## src/rtl/hat_addr_pkg.sv

```systemverilog
package hat_addr_pkg;

  typedef enum logic {
    DIM2 = 1'b0,
    DIM3 = 1'b1
  } dim_mode_e;

  function automatic int max_i(input int a, input int b);
    return (a > b) ? a : b;
  endfunction

  function automatic int min_i(input int a, input int b);
    return (a < b) ? a : b;
  endfunction

endpackage

```

## src/rtl/hat_tile_split.sv

```systemverilog
module hat_tile_split
  import hat_addr_pkg::*;
#(
  parameter int IDX_W      = 16,
  parameter int TILE2_LOG2 = 3,
  parameter int TILE3_LOG2 = 2,
  parameter int TN_W       = 14,
  parameter int LOC_W      = 3
) (
  input  dim_mode_e                 mode,
  input  logic [2:0][IDX_W-1:0]     idx,
  output logic [2:0][TN_W-1:0]      tile,
  output logic [2:0][LOC_W-1:0]     loc
);

  // Power-of-two tile extents: div is a right shift, mod is a low slice.
  for (genvar a = 0; a < 3; a++) begin : g_axis
    logic [TN_W-1:0]  tile2, tile3;
    logic [LOC_W-1:0] loc2, loc3;

    assign tile2 = TN_W'(idx[a] >> TILE2_LOG2);
    assign tile3 = TN_W'(idx[a] >> TILE3_LOG2);
    assign loc2  = LOC_W'(idx[a][TILE2_LOG2-1:0]);
    assign loc3  = LOC_W'(idx[a][TILE3_LOG2-1:0]);

    if (a == 2) begin : g_third
      // Third axis exists only in 3-D mode.
      assign tile[a] = (mode == DIM3) ? tile3 : '0;
      assign loc[a]  = (mode == DIM3) ? loc3  : '0;
    end else begin : g_lead
      assign tile[a] = (mode == DIM3) ? tile3 : tile2;
      assign loc[a]  = (mode == DIM3) ? loc3  : loc2;
    end
  end

endmodule

```

## src/rtl/hat_morton_pack.sv

```systemverilog
module hat_morton_pack
  import hat_addr_pkg::*;
#(
  parameter int TILE2_LOG2 = 3,
  parameter int TILE3_LOG2 = 2,
  parameter int LOC_W      = 3,
  parameter int MORT_W     = 6
) (
  input  dim_mode_e              mode,
  input  logic [2:0][LOC_W-1:0]  loc,
  output logic [MORT_W-1:0]      morton
);

  localparam int M2_W = 2 * TILE2_LOG2;
  localparam int M3_W = 3 * TILE3_LOG2;

  logic [M2_W-1:0] m2;
  logic [M3_W-1:0] m3;

  // 1-dilation: i on even bits, j on odd bits.
  for (genvar b = 0; b < TILE2_LOG2; b++) begin : g_d1
    assign m2[2*b]   = loc[0][b];
    assign m2[2*b+1] = loc[1][b];
  end

  // 2-dilation: i, j, k on bits 3b, 3b+1, 3b+2.
  for (genvar b = 0; b < TILE3_LOG2; b++) begin : g_d2
    assign m3[3*b]   = loc[0][b];
    assign m3[3*b+1] = loc[1][b];
    assign m3[3*b+2] = loc[2][b];
  end

  assign morton = (mode == DIM3) ? MORT_W'(m3) : MORT_W'(m2);

endmodule

```

## src/rtl/hat_tile_linear.sv

```systemverilog
module hat_tile_linear #(
  parameter int TN_W            = 14,
  parameter int LEAD_W          = 16,
  parameter int PLANE_W         = 32,
  parameter int MORT_W          = 6,
  parameter int ELEM_LOG2       = 2,
  parameter int TILE_BYTES_LOG2 = 8,
  parameter int LIN_W           = 48,
  parameter int OFF_W           = 56
) (
  input  logic                   clk,
  input  logic                   rst_n,
  input  logic                   in_valid,
  input  logic [2:0][TN_W-1:0]   tile,
  input  logic [MORT_W-1:0]      morton,
  input  logic [LEAD_W-1:0]      lead_tiles,
  input  logic [PLANE_W-1:0]     plane_tiles,
  output logic                   out_valid,
  output logic [OFF_W-1:0]       out_offset
);

  localparam int PJ_W = LEAD_W + TN_W;
  localparam int PK_W = PLANE_W + TN_W;

  // Stage 1: stride products.
  logic              s1_valid_q, s1_valid_d;
  logic [TN_W-1:0]   s1_ti_q, s1_ti_d;
  logic [PJ_W-1:0]   s1_pj_q, s1_pj_d;
  logic [PK_W-1:0]   s1_pk_q, s1_pk_d;
  logic [MORT_W-1:0] s1_mort_q, s1_mort_d;

  // Stage 2: sum and scale.
  logic              s2_valid_q, s2_valid_d;
  logic [OFF_W-1:0]  s2_off_q, s2_off_d;
  logic [LIN_W-1:0]  lin_sum;

  always_comb begin
    s1_valid_d = in_valid;
    s1_ti_d    = s1_ti_q;
    s1_pj_d    = s1_pj_q;
    s1_pk_d    = s1_pk_q;
    s1_mort_d  = s1_mort_q;
    if (in_valid) begin
      s1_ti_d   = tile[0];
      s1_pj_d   = PJ_W'(lead_tiles) * PJ_W'(tile[1]);
      s1_pk_d   = PK_W'(plane_tiles) * PK_W'(tile[2]);
      s1_mort_d = morton;
    end
  end

  always_ff @(posedge clk or negedge rst_n) begin
    if (!rst_n) begin
      s1_valid_q <= 1'b0;
      s1_ti_q    <= '0;
      s1_pj_q    <= '0;
      s1_pk_q    <= '0;
      s1_mort_q  <= '0;
    end else begin
      s1_valid_q <= s1_valid_d;
      s1_ti_q    <= s1_ti_d;
      s1_pj_q    <= s1_pj_d;
      s1_pk_q    <= s1_pk_d;
      s1_mort_q  <= s1_mort_d;
    end
  end

  assign lin_sum = LIN_W'(s1_ti_q) + LIN_W'(s1_pj_q) + LIN_W'(s1_pk_q);

  always_comb begin
    s2_valid_d = s1_valid_q;
    s2_off_d   = s2_off_q;
    if (s1_valid_q) begin
      s2_off_d = (OFF_W'(lin_sum) << TILE_BYTES_LOG2)
               | (OFF_W'(s1_mort_q) << ELEM_LOG2);
    end
  end

  always_ff @(posedge clk or negedge rst_n) begin
    if (!rst_n) begin
      s2_valid_q <= 1'b0;
      s2_off_q   <= '0;
    end else begin
      s2_valid_q <= s2_valid_d;
      s2_off_q   <= s2_off_d;
    end
  end

  assign out_valid  = s2_valid_q;
  assign out_offset = s2_off_q;

  // the result register only moves when stage 1 hands over a request.
  p_hold_idle_r9: assert property (@(posedge clk) disable iff (!rst_n)
    !s1_valid_q |=> $stable(out_offset));

  // a request in stage 1 always reaches the output on the next edge.
  p_stage_flow_r10: assert property (@(posedge clk) disable iff (!rst_n)
    s1_valid_q |=> out_valid);

endmodule

```

## src/rtl/hat_addr_gen.sv

```systemverilog
module hat_addr_gen
  import hat_addr_pkg::*;
#(
  parameter int IDX_W      = 16,
  parameter int TILE2_LOG2 = 3,
  parameter int TILE3_LOG2 = 2,
  parameter int ELEM_LOG2  = 2,
  parameter int LEAD_W     = 16,
  parameter int PLANE_W    = 32,
  localparam int MORT_W          = max_i(2 * TILE2_LOG2, 3 * TILE3_LOG2),
  localparam int TILE_BYTES_LOG2 = MORT_W + ELEM_LOG2,
  localparam int TN_W            = IDX_W - min_i(TILE2_LOG2, TILE3_LOG2),
  localparam int LOC_W           = max_i(TILE2_LOG2, TILE3_LOG2),
  localparam int LIN_W           = max_i(LEAD_W, PLANE_W) + TN_W + 2,
  localparam int OFF_W           = LIN_W + TILE_BYTES_LOG2
) (
  input  logic               clk,
  input  logic               rst_n,
  input  logic               in_valid,
  input  logic               dim_sel,
  input  logic [IDX_W-1:0]   idx_i,
  input  logic [IDX_W-1:0]   idx_j,
  input  logic [IDX_W-1:0]   idx_k,
  input  logic [LEAD_W-1:0]  lead_tiles,
  input  logic [PLANE_W-1:0] plane_tiles,
  output logic               out_valid,
  output logic [OFF_W-1:0]   out_offset
);

  // Reset: asserted asynchronously, released on the clock.
  logic [1:0] rst_pipe_q;
  logic       rst_sync_n;

  always_ff @(posedge clk or negedge rst_n) begin
    if (!rst_n) rst_pipe_q <= 2'b00;
    else        rst_pipe_q <= {rst_pipe_q[0], 1'b1};
  end
  assign rst_sync_n = rst_pipe_q[1];

  dim_mode_e             mode;
  logic [2:0][IDX_W-1:0] idx;
  logic [2:0][TN_W-1:0]  tile;
  logic [2:0][LOC_W-1:0] loc;
  logic [MORT_W-1:0]     morton;

  assign mode = dim_mode_e'(dim_sel);
  assign idx  = {idx_k, idx_j, idx_i};

  hat_tile_split #(
    .IDX_W(IDX_W), .TILE2_LOG2(TILE2_LOG2), .TILE3_LOG2(TILE3_LOG2),
    .TN_W(TN_W), .LOC_W(LOC_W)
  ) split_i (
    .mode(mode), .idx(idx), .tile(tile), .loc(loc)
  );

  hat_morton_pack #(
    .TILE2_LOG2(TILE2_LOG2), .TILE3_LOG2(TILE3_LOG2),
    .LOC_W(LOC_W), .MORT_W(MORT_W)
  ) morton_i (
    .mode(mode), .loc(loc), .morton(morton)
  );

  // interleaving only moves bits, so the population count is kept.
  p_mort_bits2_r3: assert property (@(posedge clk) disable iff (!rst_sync_n)
    (in_valid && !dim_sel) |->
      ($countones(morton) == $countones(idx_i[TILE2_LOG2-1:0])
                           + $countones(idx_j[TILE2_LOG2-1:0])));

  p_mort_bits3_r4: assert property (@(posedge clk) disable iff (!rst_sync_n)
    (in_valid && dim_sel) |->
      ($countones(morton) == $countones(idx_i[TILE3_LOG2-1:0])
                           + $countones(idx_j[TILE3_LOG2-1:0])
                           + $countones(idx_k[TILE3_LOG2-1:0])));

  hat_tile_linear #(
    .TN_W(TN_W), .LEAD_W(LEAD_W), .PLANE_W(PLANE_W), .MORT_W(MORT_W),
    .ELEM_LOG2(ELEM_LOG2), .TILE_BYTES_LOG2(TILE_BYTES_LOG2),
    .LIN_W(LIN_W), .OFF_W(OFF_W)
  ) linear_i (
    .clk(clk), .rst_n(rst_sync_n), .in_valid(in_valid),
    .tile(tile), .morton(morton),
    .lead_tiles(lead_tiles), .plane_tiles(plane_tiles),
    .out_valid(out_valid), .out_offset(out_offset)
  );

  // fixed two-edge latency at the ports, in both directions.
  p_lat_req_r2: assert property (@(posedge clk) disable iff (!rst_sync_n)
    in_valid |=> ##1 out_valid);

  p_lat_idle_r2: assert property (@(posedge clk) disable iff (!rst_sync_n)
    !in_valid |=> ##1 !out_valid);

endmodule

```

## config.mk

```make
export PLATFORM = sky130hd
export DESIGN_NAME = hat_addr_gen
export DESIGN_NICKNAME = d
export VERILOG_FILES = /design/src/rtl/hat_addr_pkg.sv /design/src/rtl/hat_tile_split.sv /design/src/rtl/hat_morton_pack.sv /design/src/rtl/hat_tile_linear.sv /design/src/rtl/hat_addr_gen.sv
export SDC_FILE = /design/constraint.sdc
export NUM_CORES = 2
export LEC_CHECK = 0
export BUFFER_PORTS_ARGS = -buffer_cell sky130_fd_sc_hd__buf_4
export CORE_ASPECT_RATIO = 1.1
export CORE_MARGIN = 5
export CORE_UTILIZATION = 65
export CTS_BUF_LIST = sky130_fd_sc_hd__clkbuf_4
export DETAILED_ROUTE_END_ITERATION = 8
export PLACE_DENSITY = 0.84
export SYNTH_ARGS = -nofsm -noshare
export SYNTH_HDL_FRONTEND = slang
export SYNTH_SLANG_ARGS = --single-unit
```

## constraint.sdc

```tcl
create_clock -name clk -period 14.7 [get_ports clk]
set_clock_uncertainty 0.2 [all_clocks]
set_input_delay 2.94 -clock clk [delete_from_list [all_inputs] [get_ports clk]]
set_output_delay 2.94 -clock clk [all_outputs]
set_load 0.02 [all_outputs]
```

## Yosys cells after proc, flatten, opt, wreduce, memory -nomap -nowiden

Cells that the tools add are included.

| storage, ports and cells | value |
|---|---|
| latch bits | 0 |
| bits in registers | 156 |
| RAM bits | 0 |
| memories | 0 |
| logic and storage cells | 19 |
| memory bits (read-only) | 0 |

| cells by class | value |
|---|---|
| reductions and logical operators | 0 |
| multipliers | 2 |
| $lt $le $gt $ge | 0 |
| shift operators | 0 |
| multiplexer cells | 6 |
| bitwise operators | 1 |
| $add $sub $neg | 2 |
| divide/modulo/power cells | 0 |
| eq/ne operators | 0 |

Operator list:

| cell | count |
|---|---|
| 56-bit by 8-bit bitwise OR with 56-bit output | 1 |
| 48-bit by 46-bit adder with 48-bit output | 1 |
| 32-bit by 14-bit multiplier with 46-bit output | 1 |
| 14-bit two-way mux | 3 |
| 14-bit by 30-bit adder with 31-bit output | 1 |
| 16-bit by 14-bit multiplier with 30-bit output | 1 |
| 3-bit two-way mux | 2 |
| 6-bit two-way mux | 1 |

## Logic depth before layout (Yosys ltp)

| logic depth | value |
|---|---|
| depth in word-level cells | 3 |
| gate-level depth with buffers | 27 |

## Modules after synthesis

A second synthesis with hierarchy kept.

| second synthesis, totals | value |
|---|---|
| cells, all modules | 3449 |
| area, all modules | 31041.0 um2 |

Modules (own cells, without submodules):

| module | times used | area each (um2) | cells each |
|---|---|---|---|
| hat_tile_linear | 1 | 30331.6 | 3383 |
| hat_tile_split | 1 | 595.6 | 57 |
| hat_morton_pack | 1 | 60.1 | 6 |
| hat_addr_gen | 1 | 53.8 | 3 |

## Least setup slack after synthesis

OpenSTA, ideal clock, no wires.

| timing | value |
|---|---|
| path kind | input -> register |
| from | input dim_sel |
| to | register linear_i.s1_pk_q[41] |
| slack | 4892 ps |
| required time | 14384 ps |
| setup time | 116 ps |
| cell stages on the path | 25 |
| data arrival time | 9492 ps |
| cell sequence | clkbuf_1 > clkbuf_1 > and2_1 > clkbuf_1 > buf_1 > nand2_1 > fa_1 > fa_1 > inv_1 > fa_1 > fa_1 > fa_1 > inv_1 > fa_1 > inv_1 > ha_1 > clkbuf_1 > a21oi_1 > o21ai_0 > a211oi_1 > nor2_1 > nand3_1 > a2111oi_0 > nor2_1 > o311ai_0 |

| on the way | value |
|---|---|
| longest elaborated chain between the ends | 2 |

RTL lines:

| item | RTL line | text |
|---|---|---|
| start, declared | hat_addr_gen.sv:20 | `input logic dim_sel,` |
| 14-bit two-way mux | hat_tile_split.sv:28 | `assign tile[a] = (mode == DIM3) ? tile3 : '0;` |
| 32-bit by 14-bit multiplier with 46-bit output | hat_tile_linear.sv:46 | `s1_pk_d = PK_W'(plane_tiles) * PK_W'(tile[2]);` |
| end signal, assigned | hat_tile_linear.sv:62 | `s1_pk_q <= s1_pk_d;` |
| end, declared | hat_tile_linear.sv:29 | `logic [PK_W-1:0] s1_pk_q, s1_pk_d;` |

No other way between the ends.
A chain may end at the register's enable or synchronous reset.

## Final worst setup path

Ends and elaborated chain as after synthesis.

==> impl_metrics.json <==
{
  "most-common-layout-cells": "inv_1 (589), fa_1 (524), nand2_1 (460), and3_1 (255), ha_1 (249)",
  "synth_area_sq_um": 30900,
  "critPathTopFamily": "adder cells",
  "dp_hpwl_mm": 65.99,
  "cts_buffer_depth": 2,
  "portBuffers": 153,
  "vias_per_cell": 6.161,
  "grt_pass1_vias": 27110,
  "ant_nets": 0,
  "multiInputGateArea_sq_um": 24100,
  "num_rows": 83,
  "ctsHoldBuffers": 0,
  "cts_resized": 0,
  "synth_flop_cell": "dfrtp_1",
  "layout_setup_ws_ns": 4.264,
  "drt_iter0_drc": 2476,
  "synth_top_area_frac": 0.3395,
  "holdPathStages": 0,
  "grt_usage": 0.3280,
  "antenna_found_initial": 5,
  "slew_headroom": 0.1485,
  "worstPathArrival_ns": 10.68,
  "drv_slew": 0,
  "cp-end-kind": "flip-flop",
  "setup_viol": 0,
  "cp_common_cell": "fa_1",
  "critPathKind": "primary input to flip-flop",
  "nets": 4311,
  "p_leak_nw": 16.75,
  "crit_path_top_delay_cell": "and2_1",
  "grt_pass1_wl_mm": 138.1,
  "cts_tree": "done",
  "crit_path_max_fanout": 107,
  "fillers": 3663,
  "coreArea_sq_um": 46840,
  "place.gp.congestion": 0.9825,
  "wire_per_inst_microns": 20.32,
  "reg2reg_depth": 17,
  "overflow": 0,
  "regArea_sq_um": 3834,
  "layout.cells.most_common": "inv_1",
  "async_flop_share": 1.000,
  "rrSetupSlack_ns": 8.48,
  "root_buffer": "clkbuf_4",
  "crit_start": "dim_sel",
  "cts_buffers": 17,
  "first_pass_iters": 6,
  "grt_max_degree": 118,
  "setup_tns_ns": 0,
  "htreeDepth": 4,
  "syn_area_per_cell_sq_um": 8.951,
  "path_cells": "buf_6 > and2_1 > nand2_1 > fa_1 > fa_1 > inv_1 > fa_1 > fa_1 > fa_1 > inv_1 > fa_1 > inv_1 > ha_1 > a21oi_1 > o21ai_0 > nor3_1 > o21ai_1 > nand3_1 > a2111oi_0 > nor2_1 > o311ai_0",
  "die_w_microns": 217.9,
  "timing.hold.ws_ns": 0.1627,
  "layout-drive-gt1-share": 0.08838,
  "area_growth_syn_to_layout_pct": 5.090,
  "vdd_ir_drop_max_uv": 251.0,
  "synth_area_leader_cell": "fa_1",
  "io_pins": 157,
  "vias": 25220,
  "dieArea_sq_um": 52000,
  "status": "finished clean",
  "synth_seq_cells": 153,
  "max_cap_viol_count": 0,
  "start_util": 0.6597,
  "p_per_area_nw_per_um2": 237.4,
  "syn_inst": 3452,
  "tightest_slew_ns": 1.277,
  "ys_warn_count": 0,
  "cp-start-kind": "primary input",
  "crit_path_end": "linear_i.s1_pk_q[41]",
  "worstPathRequired_ns": 14.95,
  "die_y_microns": 238.7,
  "hold_violations": 0,
  "reg2reg_to": "linear_i.out_offset[40]",
  "yosys.cell_types.count": 76,
  "cts_setup_buffers": 0,
  "finalCriticalPeriod_ns": 10.44,
  "rsz0062_at_grt": "no",
  "post-route-period-util": 0.7099,
  "numClockSinks": 153,
  "clk_pin_slew_worst_paths_ns": 0.12,
  "clk_latency_ns": 0.59,
  "fmax_ghz": 0.09582,
  "drc": 0,
  "synth_edf_count": 0,
  "cp.buffers_inverters": 4,
  "synth.area.top_cells": "fa_1 (34%), dfrtp_1 (12%), ha_1 (10%), inv_1 (7.2%), nand2_1 (5.6%)",
  "wirelength_mm": 83.17,
  "max_stage_delay_ns": 1.07,
  "ys_seq_area_frac": 0.1239,
  "hp-class": "flip-flop to flip-flop",
  "utilization": 0.6933,
  "rr_startpoint": "linear_i.s1_pj_q[1]",
  "dpl_worst_slack_ns": 3.823,
  "crit_cells": 21
}
==> cell type report <==
cell class	instances	share of cell area
Antenna cell	5	0.0003853
Timing Repair Buffer	164	0.03803
Clock buffer	18	0.004162
Multi-Input combinational cell	2513	0.7422
Clock inverter	14	0.004508
Tap cell	637	0.02455
Inverter	589	0.06809
Sequential cell	153	0.1181
==> per-stage QoR <==
stage                     power [mW]  instance area [sq um]  instances
after CTS                      7.625                  32460       4088
final                          7.707                  32470       4093
after global placement         7.090                  32180       4056
after global routing           8.506                  32460       4089
after detailed placement       7.308                  32180       4056
after floorplan                5.643                  30900       3454
==> worst min-delay path by stage <==
stage,startpoint,endpoint,slack [ns]
floorplan,rst_pipe_q[0],rst_pipe_q[1],0.13
global placement,rst_pipe_q[0],rst_pipe_q[1],0.14
detailed placement,rst_pipe_q[0],rst_pipe_q[1],0.14
CTS,rst_pipe_q[0],rst_pipe_q[1],0.17
global route,rst_pipe_q[0],rst_pipe_q[1],0.18
finish,rst_pipe_q[0],rst_pipe_q[1],0.16
==> power by group <==
part | switching, mW | internal (mW)
logic | 3.87 | 2.78
registers | 0.173 | 0.623
clock network | 0.161 | 0.104
total | 4.20 | 3.50
==> layer usage <==
metal / wire (microns) / global-route usage / vias to the layer above / share of wire
li1: - / - / 11090 / -
met3: 6954 / 0.04915 / 308 / 0.084
met4: 3436 / 0.1186 / 4 / 0.041
met2: 39840 / 0.5395 / 1231 / 0.48
met5: 34 / 0 / - / 0.00041
met1: 32910 / 0.4489 / 12580 / 0.40
==> registers in the layout, indices dropped and copies added (netlist names) <==
| name | count |
|---|---|
| linear_i.out_offset | 53 |
| linear_i.out_valid | 1 |
| linear_i.s1_mort_q | 6 |
| linear_i.s1_pj_q | 30 |
| linear_i.s1_pk_q | 46 |
| linear_i.s1_ti_q | 14 |
| linear_i.s1_valid_q | 1 |
| rst_pipe_q | 2 |
==> worst register-to-register path, delay by kind of cell (launching register included) <==
family | cells | cell delay, ns
flip-flops | 1 | 0.46
AND/OR/NAND/NOR | 1 | 0.15
adder cells (fa/ha/maj) | 2 | 0.68
AO/OA/AOI/OAI | 14 | 4.66
==> cell families (layout without fill, tap and decap cells) <==
family | Yosys count | count (layout) | synth area share
and+or+nand+nor | 1070 | 1070 | 0.1721
buffers and inverters | 788 | 785 | 0.09634
adders and majority gates | 773 | 773 | 0.4403
AOI/OAI and AO/OA | 453 | 453 | 0.09865
DFF | 153 | 153 | 0.1239
muxes | 110 | 110 | 0.03916
xor gates and xnor gates | 103 | 103 | 0.02920
other | 2 | 9 | 0.0002431
==> Yosys cell counts (7+ instances only) <==
library cell  count
clkbuf_1        181
a31oi_1          18
o21bai_1         24
mux2_2           87
a21oi_1         139
nand2b_1         12
nand3_1          40
ha_1            249
xor2_1           25
nor2_1           83
a211o_1           9
o21a_1           14
nor4_1            7
o31ai_1          19
nor2b_1          39
nand2_1         460
buf_1            14
o21ai_0          62
o211ai_1         13
and2_1           70
or3_1            10
xnor2_1          78
nand4_1          33
a21o_1           56
mux2i_1          23
or4_1            10
fa_1            524
inv_1           589
a211oi_1         17
and3_1          255
dfrtp_1         153
nor3_1           23
No activity file was read; power rests on OpenSTA's default activity.
